$ cat src/rtl/gtc_pkg.sv
package gtc_pkg;
  localparam int BYTE_W = 8;
  localparam int PRE_W  = 5;

  localparam logic [1:0] ADDR_LO   = 2'd0;
  localparam logic [1:0] ADDR_HI   = 2'd1;
  localparam logic [1:0] ADDR_MODE = 2'd2;
  localparam logic [1:0] ADDR_CTL  = 2'd3;

  localparam int CTL_ITYPE = 0;
  localparam int CTL_XFLAG = 1;
  localparam int CTL_RUN   = 4;
  localparam int CTL_OVF   = 5;

  localparam int MD_GATE = 3;
  localparam int MD_SRC  = 2;

  typedef enum logic [1:0] {
    CM_PRESCALE = 2'b00,
    CM_CASCADE  = 2'b01,
    CM_IDLE_A   = 2'b10,
    CM_IDLE_B   = 2'b11
  } cnt_mode_e;

  typedef struct packed {
    logic              wrap;
    logic [BYTE_W-1:0] hi;
    logic [BYTE_W-1:0] lo;
  } step_t;

  // One count step for the selected arrangement.
  function automatic step_t count_step(cnt_mode_e m, logic [BYTE_W-1:0] lo,
                                       logic [BYTE_W-1:0] hi);
    step_t            s;
    logic [BYTE_W:0]  lo_sum;
    logic [PRE_W-1:0] pre;
    logic             pre_carry;
    s = '{wrap: 1'b0, hi: hi, lo: lo};
    case (m)
      CM_PRESCALE: begin
        pre       = lo[PRE_W-1:0] + 1'b1;
        pre_carry = &lo[PRE_W-1:0];
        s.lo      = {lo[BYTE_W-1:PRE_W], pre};
        s.hi      = hi + {{(BYTE_W-1){1'b0}}, pre_carry};
        s.wrap    = pre_carry & (&hi);
      end
      CM_CASCADE: begin
        lo_sum = {1'b0, lo} + 1'b1;
        s.lo   = lo_sum[BYTE_W-1:0];
        s.hi   = hi + {{(BYTE_W-1){1'b0}}, lo_sum[BYTE_W]};
        s.wrap = (&lo) & (&hi);
      end
      default: s.wrap = 1'b0;
    endcase
    return s;
  endfunction
endpackage

$ cat src/rtl/gtc_sync.sv
module gtc_sync #(
  parameter int STAGES = 2
) (
  input  logic clk,
  input  logic rst_n,
  input  logic d,
  output logic q
);
  logic [STAGES-1:0] sh;

  always_ff @(posedge clk or negedge rst_n) begin
    if (!rst_n) sh <= '0;
    else        sh <= {sh[STAGES-2:0], d};
  end

  assign q = sh[STAGES-1];
endmodule

$ cat src/rtl/gtc_event.sv
module gtc_event (
  input  logic clk,
  input  logic rst_n,
  input  logic tick_en,
  input  logic pin_s,
  input  logic gate_s,
  input  logic run,
  input  logic gate_bit,
  input  logic src_sel,
  output logic count_ok,
  output logic inc
);
  logic pin_prev;
  logic pin_fall;

  always_ff @(posedge clk or negedge rst_n) begin
    if (!rst_n) pin_prev <= 1'b0;
    else        pin_prev <= pin_s;
  end

  assign pin_fall = pin_prev & ~pin_s;
  assign count_ok = run & (~gate_bit | gate_s);
  assign inc      = count_ok & (src_sel ? pin_fall : tick_en);
endmodule

$ cat src/rtl/gtc_core.sv
module gtc_core
  import gtc_pkg::*;
(
  input  logic              clk,
  input  logic              rst_n,
  input  cnt_mode_e         mode,
  input  logic              inc,
  input  logic              wr_lo,
  input  logic              wr_hi,
  input  logic [BYTE_W-1:0] wdata,
  output logic [BYTE_W-1:0] lo,
  output logic [BYTE_W-1:0] hi,
  output logic              wrap
);
  step_t nxt;
  logic  sw_write;

  always_comb nxt = count_step(mode, lo, hi);

  assign sw_write = wr_lo | wr_hi;
  assign wrap     = inc & ~sw_write & nxt.wrap;

  always_ff @(posedge clk or negedge rst_n) begin
    if (!rst_n) begin
      lo <= '0;
      hi <= '0;
    end else if (sw_write) begin
      if (wr_lo) lo <= wdata;
      if (wr_hi) hi <= wdata;
    end else if (inc) begin
      lo <= nxt.lo;
      hi <= nxt.hi;
    end
  end
endmodule

$ cat src/rtl/gtc_timer.sv
module gtc_timer
  import gtc_pkg::*;
#(
  parameter int SYNC_STAGES = 2
) (
  input  logic       clk,
  input  logic       rst_n,
  input  logic [1:0] reg_addr,
  input  logic       reg_we,
  input  logic [7:0] reg_wdata,
  output logic [7:0] reg_rdata,
  input  logic       tick_en,
  input  logic       cnt_pin,
  input  logic       gate_pin,
  input  logic       irq_ack,
  output logic       irq_req
);
  logic [3:0]        mode_q;
  logic              itype_q, xflag_q, run_q, ovf_q;
  logic              gate_s, pin_s;
  logic              count_ok, inc, wrap;
  logic [BYTE_W-1:0] cnt_lo, cnt_hi;
  logic              wr_lo, wr_hi, wr_mode, wr_ctl;

  assign wr_lo   = reg_we && reg_addr == ADDR_LO;
  assign wr_hi   = reg_we && reg_addr == ADDR_HI;
  assign wr_mode = reg_we && reg_addr == ADDR_MODE;
  assign wr_ctl  = reg_we && reg_addr == ADDR_CTL;

  gtc_sync #(.STAGES(SYNC_STAGES)) u_gate_sync (
    .clk(clk), .rst_n(rst_n), .d(gate_pin), .q(gate_s));
  gtc_sync #(.STAGES(SYNC_STAGES)) u_pin_sync (
    .clk(clk), .rst_n(rst_n), .d(cnt_pin), .q(pin_s));

  gtc_event u_event (
    .clk(clk), .rst_n(rst_n), .tick_en(tick_en), .pin_s(pin_s),
    .gate_s(gate_s), .run(run_q), .gate_bit(mode_q[MD_GATE]),
    .src_sel(mode_q[MD_SRC]), .count_ok(count_ok), .inc(inc));

  gtc_core u_core (
    .clk(clk), .rst_n(rst_n), .mode(cnt_mode_e'(mode_q[1:0])), .inc(inc),
    .wr_lo(wr_lo), .wr_hi(wr_hi), .wdata(reg_wdata),
    .lo(cnt_lo), .hi(cnt_hi), .wrap(wrap));

  always_ff @(posedge clk or negedge rst_n) begin
    if (!rst_n) begin
      mode_q  <= '0;
      itype_q <= 1'b0;
      xflag_q <= 1'b0;
      run_q   <= 1'b0;
    end else begin
      if (wr_mode) mode_q <= reg_wdata[3:0];
      if (wr_ctl) begin
        itype_q <= reg_wdata[CTL_ITYPE];
        xflag_q <= reg_wdata[CTL_XFLAG];
        run_q   <= reg_wdata[CTL_RUN];
      end
    end
  end

  // Overflow flag: a wrap outranks a software write, which outranks an acknowledge.
  always_ff @(posedge clk or negedge rst_n) begin
    if (!rst_n)       ovf_q <= 1'b0;
    else if (wrap)    ovf_q <= 1'b1;
    else if (wr_ctl)  ovf_q <= reg_wdata[CTL_OVF];
    else if (irq_ack) ovf_q <= 1'b0;
  end

  assign irq_req = ovf_q;

  always_comb begin
    reg_rdata = '0;
    case (reg_addr)
      ADDR_LO:   reg_rdata = cnt_lo;
      ADDR_HI:   reg_rdata = cnt_hi;
      ADDR_MODE: reg_rdata[3:0] = mode_q;
      default: begin
        reg_rdata[CTL_ITYPE] = itype_q;
        reg_rdata[CTL_XFLAG] = xflag_q;
        reg_rdata[CTL_RUN]   = run_q;
        reg_rdata[CTL_OVF]   = ovf_q;
      end
    endcase
  end
endmodule

$ cat config.mk
export PLATFORM = sky130hd
export DESIGN_NAME = gtc_timer
export DESIGN_NICKNAME = d
export VERILOG_FILES = /design/src/rtl/gtc_pkg.sv /design/src/rtl/gtc_sync.sv /design/src/rtl/gtc_event.sv /design/src/rtl/gtc_core.sv /design/src/rtl/gtc_timer.sv
export SDC_FILE = /design/constraint.sdc
export NUM_CORES = 1
export LEC_CHECK = 0
export CAP_MARGIN = 20
export CORE_ASPECT_RATIO = 1.1
export CORE_MARGIN = 8
export CORE_UTILIZATION = 50
export DETAILED_ROUTE_END_ITERATION = 16
export HOLD_SLACK_MARGIN = 0.06
export PLACE_DENSITY = 0.77
export RECOVER_POWER = 25
export SLEW_MARGIN = 20
export SYNTH_ARGS = -nofsm -noshare
export SYNTH_HDL_FRONTEND = slang
export SYNTH_SLANG_ARGS = --single-unit
$ cat constraint.sdc
create_clock -name clk -period 4.1 [get_ports clk]
set_input_delay 0.41 -clock clk [delete_from_list [all_inputs] [get_ports clk]]
set_output_delay 0.41 -clock clk [all_outputs]
set_load 0.01 [all_outputs]
-- Word-level counts from Yosys, hierarchy flattened
Cells that the tools add are included.
- add/subtract/negate cells: 4
- eq/ne operators: 7
- multiplexer cells: 16
- bitwise logic cells: 12
- reduce and logical (&&, ||, !) cells: 16
- operators with widths (cell ; count):
    two-way mux 8 bit ; 6
    one-hot mux 16 bit (2 select lines) ; 1
    one-hot mux 2 bit (3 select lines) ; 3
    adder 8 x 1 -> 8 bit ; 2
    AND reduction 8 bit ; 2
    adder 8 x 1 -> 9 bit, second input constant ; 1
    bitwise AND 1 bit ; 7
    != test 2 x 1 -> 1 bit, second input constant ; 3
    AND reduction 3 bit ; 2
    nonzero test 3 bit ; 2
    adder 5 x 1 -> 5 bit, second input constant ; 1
    AND reduction 5 bit ; 1
    == test 2 x 1 -> 1 bit, second input constant ; 2
    == test 2 bit, second input constant ; 2
    logical AND 1 bit ; 4
    logical NOT 2 bit ; 2
    two-way mux 1 bit ; 4
    one-hot mux 2 bit (2 select lines) ; 1
    AND reduction 4 bit ; 1
    nonzero test 2 bit ; 2
    NOT 1 bit ; 3
    OR 1 bit ; 2
    one-hot mux 1 bit (2 select lines) ; 1
- flip-flop bits (word level): 29
- input bits: 17
- output and inout bits: 9
- logic and storage cells: 66

-- Logic depth before layout (Yosys ltp)
- word-level depth: 7
- gate-level depth with buffers: 11
- mapped depth without buffers: 11

-- Modules after synthesis
Synthesis repeated with hierarchy kept, for this count alone.
- cell total of the unflattened synthesis: 174
- area total of the unflattened synthesis: 1760.4 sq um
- by module, submodules not included (module ; instances ; cells an instance ; area each (sq um) ; seq. area each (sq um)):
    gtc_core ; 1 ; 120 ; 1036.0 ; 400.4
    gtc_timer ; 1 ; 43 ; 558.0 ; 200.2
    gtc_sync ; 2 ; 2 ; 50.0 ; 50.0
    gtc_event ; 1 ; 7 ; 66.3 ; 25.0

-- Least setup slack after synthesis
No wires, ideal clock.
- path type: reg-to-reg
- from: register u_core.lo[0]
- to: register u_core.hi[6]
- library setup time: 0.104 ns
- data arrival time: 2.053 ns
- data required time: 3.996 ns
- setup slack: 1.943 ns
- stages on the path, launching flop included: 12
- path buffers: 0
- period minus slack after synthesis: 2.157 ns
- path through: dfrtp_1 ha_1 and3_1 ha_1 nand2_1 o21ai_0 ha_1 ha_1 nand3_1 or3_1 o21ai_0 a221oi_1
- word-level cells in the longest chain between the ends: 5
- elaborated cells on any way between the ends: 7
- those cells by class: 3 x add/sub; 3 x mux; 1 x reduce/logical
- ends and longest elaborated chain (element ; RTL line ; RTL):
    from (decl) ; gtc_core.sv:11 ; output logic [BYTE_W-1:0] lo,
    from (signal assigned) ; gtc_core.sv:28 ; if (wr_lo) lo <= wdata;
    from (signal assigned) ; gtc_core.sv:31 ; lo <= nxt.lo;
    adder 8 x 1 -> 9 bit or AND reduction 5 bit (tied branches) ; gtc_pkg.sv:48, gtc_pkg.sv:42 ;
    adder 8 x 1 -> 8 bit, on equally long branches ; gtc_pkg.sv:50, gtc_pkg.sv:44 ;
    one-hot mux 16 bit (2 select lines) * ; gtc_pkg.sv:39 ; case (m)
    two-way mux 8 bit * ; gtc_core.sv:30 ; end else if (inc) begin
    two-way mux 8 bit * ; gtc_core.sv:27 ; end else if (sw_write) begin
    to (signal assigned) ; gtc_core.sv:29 ; if (wr_hi) hi <= wdata;
    to (signal assigned) ; gtc_core.sv:32 ; hi <= nxt.hi;
    to (decl) ; gtc_core.sv:12 ; output logic [BYTE_W-1:0] hi,
Mark *: on every way between the ends. The rest lies on a longest branch, timed or not. The select of a mux whose other input is x is not followed.
A chain may end at the register's enable or synchronous reset.

-- Worst setup path in the final report
- from: input port reg_addr[0]
- to: output port reg_rdata[1]
- word-level cells in the longest chain between the ends: 2
- elaborated cells on any way between the ends: 4
- those cells by class: 2 x eq/ne; 1 x mux; 1 x reduce/logical
- ends and longest elaborated chain (element ; RTL line ; RTL):
    from (decl) ; gtc_timer.sv:8 ; input logic [1:0] reg_addr,
    == test 2 bit, or another cell as far along ; gtc_timer.sv:73 ; case (reg_addr)
    one-hot mux 2 bit (3 select lines) * ; gtc_timer.sv:73 ;
    to (decl) ; gtc_timer.sv:11 ; output logic [7:0] reg_rdata,
Mark *: on every way between the ends. The rest lies on a longest branch, timed or not.

==> impl_metrics.py <==
metrics = {
    "synth": {
        "synth_top_family_by_area": "simple AND/OR/NAND/NOR gates",
        "synth-seq-area-share": 0.399,
        "synthArstFlopShare": 1.00,
        "syn_avg_cell_area_um2": 9.68,
        "yosys_warnings": 0,
        "ys_ff_latch": 29,
        "synth-edff-count": 0,
        "ys_types": 40,
        "synthMuxAreaShare": 0.126,
        "synth_fa_ha_area_frac": 0.0275,
        "synthDominantCellAreaShare": 0.399,
        "synth_top_area_cell": "dfrtp_1",
        "synth_nets": 209,
        "synth-compound-area-share": 0.205,
        "synth_area_mm2": 0.00182,
        "synthXorXnorAreaFrac": 0,
        "synth_most_common_cell": "dfrtp_1",
        "synth_area_leaders": "dfrtp_1 40%, mux2_2 5.6%, nand2_1 5.0%, o211ai_1 5.0%, nand3_1 3.9%",
        "synth_ff_type": "dfrtp_1",
        "yosys.area_share.simple": 0.208,
        "ys_top_cells_by_count": "29 x dfrtp_1, 24 x nand2_1, 14 x nand3_1",
        "netlist_instances": 188,
    },
    "sta": {
        "setup_viol": 0,
        "max-slew-margin-rel": -0.0489,
        "drv_slew": 30,
        "final.min_clock_period_ps": 2940,
        "finalCritPeriodShare": 0.718,
        "tns_ps": 0,
        "tightest_slew_ps": 1570,
        "final-hold-violation-count": 0,
        "skew_ps": 4.58,
        "rsz0062_at_grt": "false",
        "max_freq_mhz": 340,
    },
    "die": {
        "initial_core_util": 0.510,
        "die_y_um": 79.3,
        "die_w_um": 73.5,
        "fp-row-count": 23,
        "ios": 26,
        "core_mm2": 0.00357,
        "die_area_mm2": 0.00583,
    },
    "route": {
        "avgViaCountPerCell": 6.25,
        "routedWlPerCell_um": 18.5,
        "drc": 0,
        "vias": 1649,
        "drtPass1Iterations": 4,
        "ant_nets": 0,
        "drt-initial-drc-count": 186,
        "drt-total-wl_mm": 4.88,
    },
    "layout": {
        "syn2layout_area_growth_pct": 20.8,
        "drive_gt1_frac": 0.117,
        "stdcell_count": 264,
        "fin_nets": 234,
        "n_antenna_cell": 0,
        "n_fill_cell": 337,
        "post-route-cell-area_mm2": 0.00220,
    },
    "clocking": {
        "cts_buffers": 5,
        "clk_pin_slew_ps": 60,
        "cts_max_level": 2,
        "clock_path_buffers": 2,
        "clk_latency_ps": 280,
        "cts.sink_count": 29,
        "ctsHoldBuffers": 0,
        "cts_tree": "yes",
        "post_cts_buffers": 0,
        "cts_resized": 0,
        "cts-root-buf": "clkbuf_8",
    },
    "placement": {
        "io_buffers": 25,
        "dpl.hpwl_mm": 3.58,
        "dp_cells": 256,
        "routabilityCongestion": 0.881,
        "placed_cell_area_mm2": 0.00210,
    },
    "pwr": {
        "ir_drop_v": 0.000246,
        "power_leakage_uw": 0.000892,
        "total_power_uw": 1040,
        "cellPowerDensity_mw_per_mm2": 471,
    },
    "worst_setup_path": {
        "cpMaxStageDelayCell": "clkdlybuf4s50_1",
        "crit_chain": "clkdlybuf4s50_1, mux4_2, clkdlybuf4s50_1",
        "worst-path-buf-inv": 2,
        "cp_common_cell": "clkdlybuf4s50_1",
        "cp_max_fo": 18,
        "cp.arrival_ps": 2530,
        "r2r-start": "u_core.lo[0]$_DFFE_PN0P_",
        "worst_ep_required_time_ps": 3690,
        "rrSetupSlack_ps": 1470,
        "rr_endpoint": "u_core.hi[6]$_DFFE_PN0P_",
        "startpoint": "reg_addr[0]",
        "slowest_delay_ps": 1010,
        "critPathKind": "input pin to output pin",
        "crit_family": "buffers and inverters",
        "crit_path_end_kind": "output pin",
        "startpoint_type": "input pin",
        "rr_worst_depth": 10,
    },
    "global_route": {
        "grt_pass1_wl_mm": 8.20,
        "grt.total_usage": 0.181,
        "antenna_found_initial": 0,
        "grt_pass1_vias": 1658,
        "grt_max_degree": 30,
        "grt-ovfl-total": 0,
    },
    "min_path": {
        "hold_end": "u_pin_sync.sh[1]$_DFF_PN0_",
        "hold_path.class": "flop to flop",
        "holdPathStages": 0,
        "min_from": "u_pin_sync.sh[0]$_DFF_PN0_",
    },
    "status": {
        "status": "finished, violations left",
        "violations": "capacitance limit, slew limit",
    },
    "job": {
        "cap_violations": 1,
    },
}
## cell usage in the layout, fill, tap and decap left out, types with 2 or more instances in the layout
master | Yosys | layout
nand2b_1 | 6 | 6
nand3b_1 | 3 | 3
o31a_1 | 5 | 5
dfrtp_1 | 29 | 29
mux2_1 | 2 | 2
nand3_1 | 14 | 14
o21ai_0 | 6 | 6
nor2b_1 | 4 | 4
clkdlybuf4s50_1 | 0 | 22
mux2_2 | 9 | 9
buf_4 | 3 | 2
inv_1 | 2 | 2
nand4_1 | 3 | 3
a21oi_1 | 10 | 10
a221oi_1 | 2 | 2
nand2_1 | 24 | 24
dlygate4sd3_1 | 0 | 3
clkbuf_8 | 0 | 7
nor2_1 | 11 | 11
nor3_1 | 2 | 2
nor3b_1 | 2 | 2
o221ai_1 | 3 | 3
mux2i_1 | 6 | 6
ha_1 | 4 | 4
o2bb2ai_1 | 2 | 2
and3_1 | 3 | 3
o211ai_1 | 12 | 12
mux4_2 | 2 | 2
## cell families (layout without fill, tap and decap cells)
kind of cell	Yosys count	count (layout)
AO/OA/AOI/OAI	48	48
flip-flops	29	29
multiplexers	19	19
buffers and inverters	12	38
AND/OR/NAND/NOR	76	76
adder cells (fa/ha/maj)	4	4
## sequential cells by signal, summed over array words and instances (netlist names)
register          cells
u_core.hi             8
u_core.lo             8
mode_q                4
u_gate_sync.sh        2
u_pin_sync.sh         2
irq_req               1
itype_q               1
run_q                 1
u_event.pin_prev      1
xflag_q               1
## area by class of cell
| cell class | instances | area (µm²) | share of cell area |
|---|---|---|---|
| flip-flops and latches | 29 | 726 | 0.330 |
| multi-input cells | 147 | 1030 | 0.469 |
| inverters | 2 | 7.51 | 0.00342 |
| well taps | 50 | 62.6 | 0.0285 |
| repair buffers | 28 | 269 | 0.122 |
| clock buffers | 7 | 96.3 | 0.0438 |
| clock inverters | 1 | 5.00 | 0.00228 |
## power by group
group	total, µW	switching [µW]	leakage, µW	internal, µW
sequential	451	101	0.000335	350
clock	264	112	0.0000542	152
combinational	320	150	0.000503	171
total	1040	363	0.000892	672
## how the worst max path moves through the flow
stage	end	cells past startpoint
4_1_cts	reg_rdata[1]	3
3_5_place_dp	reg_rdata[1]	3
2_1_floorplan	u_core.hi[6]$_DFFE_PN0P_	11
3_3_place_gp	reg_rdata[0]	3
6_report	reg_rdata[1]	3
5_1_grt	reg_rdata[1]	3
## through the flow
stage	hold slack (ps)	worst slack, ps	util
4_1_cts	350	1180	0.617
3_3_place_gp	333	1220	0.588
5_1_grt	362	1060	0.616
3_5_place_dp	336	1190	0.588
6_report	347	1160	0.616
2_1_floorplan	114	1940	-
## metal layers
metal | GRT usage | up-vias | wire [µm]
met3 | 0.0567 | 12 | 398
li1 | - | 761 | -
met1 | 0.215 | 805 | 2060
met5 | 0 | - | 0
met4 | 0.0700 | 0 | 106
met2 | 0.295 | 71 | 2320
Power figures use the tool's default switching activity.
